==> config.mk <==
export PLATFORM = sky130hd
export DESIGN_NAME = pin_range_remap
export DESIGN_NICKNAME = d
export VERILOG_FILES = /design/src/rtl/remap_pkg.sv /design/src/rtl/remap_table.sv /design/src/rtl/remap_match.sv /design/src/rtl/remap_select.sv /design/src/rtl/pin_range_remap.sv
export SDC_FILE = /design/constraint.sdc
export NUM_CORES = 1
export LEC_CHECK = 0
export BUFFER_PORTS_ARGS = -buffer_cell sky130_fd_sc_hd__buf_4
export CAP_MARGIN = 10
export CELL_PAD_IN_SITES_DETAIL_PLACEMENT = 1
export CELL_PAD_IN_SITES_GLOBAL_PLACEMENT = 2
export CORE_ASPECT_RATIO = 1.4
export CORE_MARGIN = 4
export CORE_UTILIZATION = 43
export CTS_BUF_LIST = sky130_fd_sc_hd__clkbuf_4 sky130_fd_sc_hd__clkbuf_8
export DETAILED_ROUTE_END_ITERATION = 7
export GPL_ROUTABILITY_DRIVEN = 0
export PLACE_DENSITY_LB_ADDON = 0.12
export SLEW_MARGIN = 20
export SYNTH_ARGS = -nofsm -noshare
export SYNTH_HDL_FRONTEND = slang
export SYNTH_SLANG_ARGS = --single-unit
==> constraint.sdc <==
create_clock -name clk -period 9.15 [get_ports clk]
set_input_delay 0.915 -clock clk [delete_from_list [all_inputs] [get_ports clk]]
set_output_delay 0.915 -clock clk [all_outputs]
set_load 0.03 [all_outputs]
==> src/rtl/remap_pkg.sv <==
package remap_pkg;

    typedef enum logic [1:0] {
        RSP_IDLE = 2'b00,
        RSP_HIT  = 2'b01,
        RSP_MISS = 2'b10
    } rsp_kind_e;

    function automatic int unsigned max_of(input int unsigned a, input int unsigned b);
        return (a > b) ? a : b;
    endfunction

endpackage

==> src/rtl/remap_table.sv <==
module remap_table #(
    parameter int NUM_REGIONS = 8,
    parameter int PIN_W       = 9,
    parameter int PAR_W       = 10,
    parameter int CNT_W       = 9,
    parameter int IDX_W       = 3
) (
    input  logic                                clk,
    input  logic                                rst_n,
    input  logic                                we_i,
    input  logic [IDX_W-1:0]                    idx_i,
    input  logic [PIN_W-1:0]                    pin_base_i,
    input  logic [PAR_W-1:0]                    par_base_i,
    input  logic [CNT_W-1:0]                    count_i,
    output logic [NUM_REGIONS-1:0][PIN_W-1:0]   pin_base_o,
    output logic [NUM_REGIONS-1:0][PAR_W-1:0]   par_base_o,
    output logic [NUM_REGIONS-1:0][CNT_W-1:0]   count_o
);

    typedef struct packed {
        logic [NUM_REGIONS-1:0][PIN_W-1:0] pin_base;
        logic [NUM_REGIONS-1:0][PAR_W-1:0] par_base;
        logic [NUM_REGIONS-1:0][CNT_W-1:0] count;
    } table_t;

    table_t tbl_d, tbl_q;

    always_comb begin
        tbl_d = tbl_q;
        for (int i = 0; i < NUM_REGIONS; i++) begin
            if (we_i && (int'(idx_i) == i)) begin
                tbl_d.pin_base[i] = pin_base_i;
                tbl_d.par_base[i] = par_base_i;
                tbl_d.count[i]    = count_i;
            end
        end
    end

    always_ff @(posedge clk or negedge rst_n) begin
        if (!rst_n) begin
            tbl_q <= '0;
        end else begin
            tbl_q <= tbl_d;
        end
    end

    assign pin_base_o = tbl_q.pin_base;
    assign par_base_o = tbl_q.par_base;
    assign count_o    = tbl_q.count;

endmodule

==> src/rtl/remap_match.sv <==
module remap_match #(
    parameter int PIN_W = 9,
    parameter int CNT_W = 9
) (
    input  logic [PIN_W-1:0] pin_i,
    input  logic [PIN_W-1:0] base_i,
    input  logic [CNT_W-1:0] count_i,
    output logic             hit_o
);

    // One extra bit so that base + count never wraps.
    localparam int EW = int'(remap_pkg::max_of(PIN_W, CNT_W)) + 1;

    logic [EW-1:0] pin_x;
    logic [EW-1:0] lo_x;
    logic [EW-1:0] hi_x;

    assign pin_x = EW'(pin_i);
    assign lo_x  = EW'(base_i);
    assign hi_x  = lo_x + EW'(count_i);

    assign hit_o = (count_i != '0) && (pin_x >= lo_x) && (pin_x < hi_x);

endmodule

==> src/rtl/remap_select.sv <==
module remap_select #(
    parameter int NUM_REGIONS = 8,
    parameter int PIN_W       = 9,
    parameter int PAR_W       = 10,
    parameter int IDX_W       = 3
) (
    input  logic [NUM_REGIONS-1:0]              hit_vec_i,
    input  logic [NUM_REGIONS-1:0][PIN_W-1:0]   pin_base_i,
    input  logic [NUM_REGIONS-1:0][PAR_W-1:0]   par_base_i,
    input  logic [PIN_W-1:0]                    pin_i,
    output logic                                any_o,
    output logic [PAR_W-1:0]                    num_o
);

    localparam int SUM_W = int'(remap_pkg::max_of(PIN_W, PAR_W));

    logic [IDX_W-1:0] sel_idx;
    logic [SUM_W-1:0] offset;
    logic [SUM_W-1:0] total;

    // Walk from the top so the lowest matching index is left standing.
    always_comb begin
        any_o   = 1'b0;
        sel_idx = '0;
        for (int i = NUM_REGIONS - 1; i >= 0; i--) begin
            if (hit_vec_i[i]) begin
                any_o   = 1'b1;
                sel_idx = IDX_W'(i);
            end
        end
    end

    assign offset = SUM_W'(pin_i) - SUM_W'(pin_base_i[sel_idx]);
    assign total  = SUM_W'(par_base_i[sel_idx]) + offset;
    assign num_o  = any_o ? PAR_W'(total) : '0;

endmodule

==> src/rtl/pin_range_remap.sv <==
module pin_range_remap #(
    parameter int NUM_REGIONS = 8,
    parameter int PIN_W       = 9,
    parameter int PAR_W       = 10,
    parameter int CNT_W       = 9,
    localparam int IDX_W      = (NUM_REGIONS > 1) ? $clog2(NUM_REGIONS) : 1
) (
    input  logic             clk,
    input  logic             rst_n,
    input  logic             cfg_we,
    input  logic [IDX_W-1:0] cfg_idx,
    input  logic [PIN_W-1:0] cfg_pin_base,
    input  logic [PAR_W-1:0] cfg_parent_base,
    input  logic [CNT_W-1:0] cfg_count,
    input  logic             lk_req,
    input  logic [PIN_W-1:0] lk_pin,
    output logic             rsp_valid,
    output logic             rsp_hit,
    output logic             rsp_miss,
    output logic [PAR_W-1:0] rsp_num
);

    import remap_pkg::*;

    typedef struct packed {
        rsp_kind_e        kind;
        logic [PAR_W-1:0] num;
    } rsp_t;

    logic [NUM_REGIONS-1:0][PIN_W-1:0] tbl_pin_base;
    logic [NUM_REGIONS-1:0][PAR_W-1:0] tbl_par_base;
    logic [NUM_REGIONS-1:0][CNT_W-1:0] tbl_count;
    logic [NUM_REGIONS-1:0]            hit_vec;
    logic                              any_hit;
    logic [PAR_W-1:0]                  mapped_num;

    rsp_t rsp_d, rsp_q;

    remap_table #(
        .NUM_REGIONS (NUM_REGIONS),
        .PIN_W       (PIN_W),
        .PAR_W       (PAR_W),
        .CNT_W       (CNT_W),
        .IDX_W       (IDX_W)
    ) u_table (
        .clk        (clk),
        .rst_n      (rst_n),
        .we_i       (cfg_we),
        .idx_i      (cfg_idx),
        .pin_base_i (cfg_pin_base),
        .par_base_i (cfg_parent_base),
        .count_i    (cfg_count),
        .pin_base_o (tbl_pin_base),
        .par_base_o (tbl_par_base),
        .count_o    (tbl_count)
    );

    for (genvar g = 0; g < NUM_REGIONS; g++) begin : g_match
        remap_match #(
            .PIN_W (PIN_W),
            .CNT_W (CNT_W)
        ) u_match (
            .pin_i   (lk_pin),
            .base_i  (tbl_pin_base[g]),
            .count_i (tbl_count[g]),
            .hit_o   (hit_vec[g])
        );
    end

    remap_select #(
        .NUM_REGIONS (NUM_REGIONS),
        .PIN_W       (PIN_W),
        .PAR_W       (PAR_W),
        .IDX_W       (IDX_W)
    ) u_select (
        .hit_vec_i  (hit_vec),
        .pin_base_i (tbl_pin_base),
        .par_base_i (tbl_par_base),
        .pin_i      (lk_pin),
        .any_o      (any_hit),
        .num_o      (mapped_num)
    );

    always_comb begin
        rsp_d = '0;
        if (lk_req) begin
            if (any_hit) begin
                rsp_d.kind = RSP_HIT;
                rsp_d.num  = mapped_num;
            end else begin
                rsp_d.kind = RSP_MISS;
            end
        end
    end

    always_ff @(posedge clk or negedge rst_n) begin
        if (!rst_n) begin
            rsp_q <= '0;
        end else begin
            rsp_q <= rsp_d;
        end
    end

    assign rsp_valid = (rsp_q.kind != RSP_IDLE);
    assign rsp_hit   = (rsp_q.kind == RSP_HIT);
    assign rsp_miss  = (rsp_q.kind == RSP_MISS);
    assign rsp_num   = rsp_q.num;

endmodule

### Word level (Yosys, flattened, before mapping)

Cells that the tools add are included.

| word-level totals | value |
|---|---|
| memory bits (writable) | 0 |
| bits in read-only memories | 0 |
| bits in registers | 236 |
| memories kept | 0 |
| bits in latches | 0 |

| cells by class | value |
|---|---|
| $mul | 0 |
| bitwise logic cells | 0 |
| muxes and demuxes | 23 |
| add/subtract/negate cells | 10 |
| shifts and indexed selects | 0 |
| div/mod/pow operators | 0 |
| reductions and logical operators | 34 |
| equal/unequal tests | 9 |
| order comparisons | 17 |

Operators by type and width:

| operator | number |
|---|---|
| 9-bit by 9-bit adder with 10-bit output | 8 |
| 9-bit by 10-bit less-than comparator with 1-bit output | 8 |
| 9-bit >= comparator | 8 |
| 9-bit nonzero test | 8 |
| 10-bit binary-select mux with 3-bit select | 1 |
| 9-bit binary-select mux with 3-bit select | 1 |
| 1-bit logical AND | 24 |
| 3-bit two-way mux | 8 |
| 10-bit two-way mux | 2 |
| 3-bit == test (second input constant) | 4 |
| 12-bit two-way mux | 1 |
| 10-bit adder | 1 |
| 9-bit by 9-bit subtractor with 10-bit output | 1 |
| 9-bit two-way mux | 1 |
| 1-bit two-way mux | 8 |
| 3-bit by 2-bit == test with 1-bit output (second input constant) | 2 |
| 3-bit by 4-bit less-than comparator with 1-bit output (second input constant) | 1 |
| 3-bit by 1-bit == test with 1-bit output (second input constant) | 1 |
| 3-bit zero test | 1 |
| 2-bit by 1-bit == test with 1-bit output (second input constant) | 1 |
| 2-bit == test (second input constant) | 1 |
| 2-bit two-way mux | 1 |
| 2-bit nonzero test | 1 |

### Longest topological paths before layout

| logic depth | value |
|---|---|
| depth after elaboration | 17 |
| gate-level depth with buffers | 40 |
| mapped depth without buffers | 37 |

### Modules after synthesis

Synthesis repeated with hierarchy kept, for this count alone.

| unflattened totals | value |
|---|---|
| cell total of the unflattened synthesis | 1515 |
| area total of the unflattened synthesis | 17448.0 µm² |

Modules (own cells, without submodules):

| module | cells each | area each (µm²) | times used |
|---|---|---|---|
| remap_table | 479 | 8729.6 | 1 |
| remap_match (g_match[0].u_match ...) | 98 | 773.2 | 7 |
| remap_select | 212 | 2040.7 | 1 |
| remap_match (g_match[2].u_match) | 99 | 774.5 | 1 |
| pin_range_remap | 39 | 490.5 | 1 |

### Worst setup path after synthesis

OpenSTA, ideal clock, no wires.

| timing | value |
|---|---|
| path kind | reg-to-reg |
| start | register u_table.tbl_q, in the netlist u_table.pin_base_o[36] |
| end | register rsp_q, in the netlist rsp_num[9] |
| buffers on the path | 2 |
| library setup time | 0.066 ns |
| period minus slack after synthesis | 6.829 ns |
| slack | 2.321 ns |
| arrival | 6.762 ns |
| cell stages (with the launch flop) | 36 |
| cells stage by stage | dfrtp_1 ha_1 inv_1 fa_1 nor2b_1 o21ai_0 nand2b_1 a21oi_1 o21ai_0 a21o_1 a21oi_1 xor2_1 ha_1 nor2_1 a2111oi_0 nand2_1 o211ai_1 nand3_1 a31oi_2 buf_2 buf_4 a21oi_1 a221o_1 fa_1 ha_1 a21o_1 a21oi_1 o21bai_1 a21oi_1 o21bai_1 a21o_1 a211oi_1 nor3_1 nor2_1 or4b_1 nand2_1 |

RTL lines:

| element | RTL line | text |
|---|---|---|
| from (decl) | remap_table.sv:26 | `table_t tbl_d, tbl_q;` |
| from (signal assigned) | remap_table.sv:43 | `tbl_q <= tbl_d;` |
| to (signal assigned) | pin_range_remap.sv:100 | `rsp_q <= rsp_d;` |
| to (decl) | pin_range_remap.sv:37 | `rsp_t rsp_d, rsp_q;` |

==> results.md <==
- R2r startpoint: u_table.pin_base_o[36]
- GRT overflow: 0
- CP Class: register to register
- Port buffer count: 56
- Gr usage total: 0.2546
- Final Hold Viols: 0
- Reg2reg setup slack: 1.04 ns
- Net Count, Synth: 1875
- FF-to-FF End: rsp_num[9]
- Num CTS Buffers: 40
- Top cells by area, synth: dfrtp_1 36%, ha_1 16%, mux2_2 14%
- YS warnings: 0
- Post-route ant nets: 0
- Maximum clock insertion buffer count: 3
- Post-DP HPWL: 37.99 mm
- Worst reg-to-reg path cell count: 35
- Status: finished clean
- Ys flop type: dfrtp_1
- Number of hold buffers added after CTS: 0
- Worst setup path start: u_table.pin_base_o[36]
- Count of cell types in the netlist: 70
- Post-CTS Resized: 0
- Layout area overhead: 10.35%
- Top cells by count, synth: 236 x dfrtp_1, 218 x ha_1, 210 x mux2_2
- Layout filler cell count: 4191
- DP Cell Count: 2087
- CP required: 9.65 ns
- Worst slew margin: 0.3982
- Fraction of registers with async set/reset: 1.000
- Drt pass-1 iters: 5
- Net count, final: 1935
- Skew-Pair Late Insertion Delay: 0.57 ns
- Chip height: 240.6 um
- CTS Root Cell: clkbuf_8
- Unrepaired setup endpoints after global routing: false
- Final period util: 0.8865
- Max-cap viol count: 0
- Total Routed Length: 52.90 mm
- Final Skew: 0.01980 ns
- Final Cell Area: 18340 um^2
- Synth top area share: 0.3554
- Static Leak: 8.436 nW
- CP max FO: 26
- Fraction of layout cells with a size suffix above 1: 0.2282
- CTS tree: done
- Row count: 84
- Synth area leader: dfrtp_1
- Pin count of the biggest net entering global routing: 92
- Fin util: 0.4846
- Highest clock rate: 123.3 MHz
- First-pass GRT wire length: 81.52 mm
- Startpoint Class: register
- CP max stage delay: 0.74 ns
- Core Region: 37840 um^2
- Synth Instances: 1596
- Vias in the first global route: 13617
- Crit path time final: 8.111 ns
- Final TNS setup: 0 ns
- 1st-iter DRT viols: 526
- Critical Path AT: 8.61 ns
- Vias/cell: 5.826
- CTS sink cnt: 236
- Syn Area/Cell: 10.41 um^2
- Clk pin slew, worst setup/hold paths: 0.07 ns
- Crit-path slowest cell: a31oi_4
- Count of flip-flops with a built-in enable after synthesis: 0
- Critical Path Sink: rsp_num[9]
- Setup violations, final: 0
- Seq/Total Area, Yosys: 0.3554
- Starting Density: 0.4391
- Finished Layout Cells: 2161
- DR WL/cell: 24.48 um
- Post-CTS Setup Bufs: 0
- VDD IR max: 0.0003880 V
- I/O pin cnt: 57
- Die Span X: 174.1 um
- Post-synthesis cell area: 16610 um^2
- H-tree depth: 2
- DRC viols: 0
- Critical Path Sink Type: register
- Post-DP Area: 17490 um^2
- Initial antenna violation count: 3
- Vias: 12591
- PwrDens: 425.3 nW/um^2
- Die area: 41890 um^2
- Most numerous cell in the Yosys netlist: dfrtp_1
- Hold crit path type: input port to async pin
- Slew Limit Fails: 0
- #FFs+latches synth: 236
- Worst-margin pin slew: 0.9027 ns
==> through the flow <==
stage | total power, mW | hold WS, ns | setup WS (ns)
after floorplan | 5.365 | 0.4729 | 2.321
after global placement | 6.626 | 0.4814 | 1.270
after detailed placement | 6.724 | 0.4903 | 1.091
after CTS | 7.817 | 0.3499 | 1.025
after global routing | 8.518 | 0.3522 | 0.4721
final | 7.798 | 0.3182 | 1.039
==> worst max-delay path, delay by kind of cell (launching register included) <==
kind                       cells  cell delay [ns]
buffers and inverters          4             0.75
adders and majority gates      5             1.65
AOI/OAI and AO/OA             15             3.34
and+or+nand+nor                9             1.35
DFF                            1             0.40
muxes                          1             0.35
xor gates and xnor gates       1             0.15
==> report_power, final <==
part | leakage, nW | internal (mW) | total, mW | switching (mW)
logic | 5.13 | 2.23 | 5.26 | 3.04
registers | 2.85 | 1.31 | 1.52 | 0.210
clock network | 0.452 | 0.545 | 1.01 | 0.470
total | 8.44 | 4.08 | 7.80 | 3.72
==> logic make-up (layout without fill, tap and decap cells) <==
| family | count (synthesis) | after routing | share of synthesized area |
|---|---|---|---|
| multiplexers | 230 | 230 | 0.1544 |
| AND/OR/NAND/NOR | 305 | 305 | 0.08841 |
| XOR/XNOR | 52 | 52 | 0.02741 |
| adder cells (fa/ha/maj) | 235 | 235 | 0.1847 |
| AO/OA/AOI/OAI | 375 | 375 | 0.1470 |
| other | 0 | 1 | 0 |
| flip-flops | 236 | 236 | 0.3554 |
| buffers and inverters | 163 | 254 | 0.04270 |
==> worst min-delay path by stage <==
| stage | slack [ns] | endpoint |
|---|---|---|
| floorplan | 0.47 | u_table.par_base_o[69] |
| global placement | 0.48 | u_table.par_base_o[78] |
| global route | 0.35 | u_table.count_o[49] |
| CTS | 0.35 | u_table.par_base_o[67] |
| finish | 0.32 | u_table.count_o[49] |
| detailed placement | 0.49 | u_table.par_base_o[77] |
==> cell usage in the layout, fill, tap and decap left out, types with 4 or more instances in the layout <==
master     count
nor3_1        15
a221oi_1       4
a21o_1        26
nand2b_1      24
a21boi_0       4
a221o_1        8
clkbuf_8      51
ha_1         218
or3_1          5
nand4_1        9
xnor2_1       24
nor4_1        11
mux2i_1       20
nor2_1        80
a2111oi_0      6
a21oi_1       85
clkinv_2      10
buf_4         71
o2111ai_1      4
o211ai_1      10
fa_1          17
xor2_1        28
mux2_2       210
a211o_1        6
nor2b_1       19
a211oi_1      21
inv_1        108
o22ai_1       19
nand3_1       20
o21a_1        14
o21bai_1      11
o21ai_0      116
nand2_1       93
a221oi_2       9
a31oi_1        7
dfrtp_1      236
clkbuf_4      10
and2_1         6
==> sequential cells by signal (all words and copies together) (netlist names) <==
register and cells:
u_table.count_o 72, rsp_num 10, rsp_q 2, u_table.par_base_o 80, u_table.pin_base_o 72
==> final cells by class <==
cell class	instances	area, um^2	area share
Multi-Input combinational cell	1197	10030	0.5470
Sequential cell	236	5906	0.3221
Clock buffer	61	777.0	0.04238
Tap cell	473	591.8	0.03228
Timing Repair Buffer	73	559.3	0.03050
Inverter	108	405.4	0.02211
Clock inverter	12	65.06	0.003549
Antenna cell	1	2.502	0.0001365
==> metal layers <==
layer | global-route usage | share of wire
met3 | 0.02742 | 0.028
met1 | 0.3255 | 0.44
met2 | 0.4496 | 0.49
met5 | 0 | 0
met4 | 0.09196 | 0.038
Power figures use the tool's default switching activity.
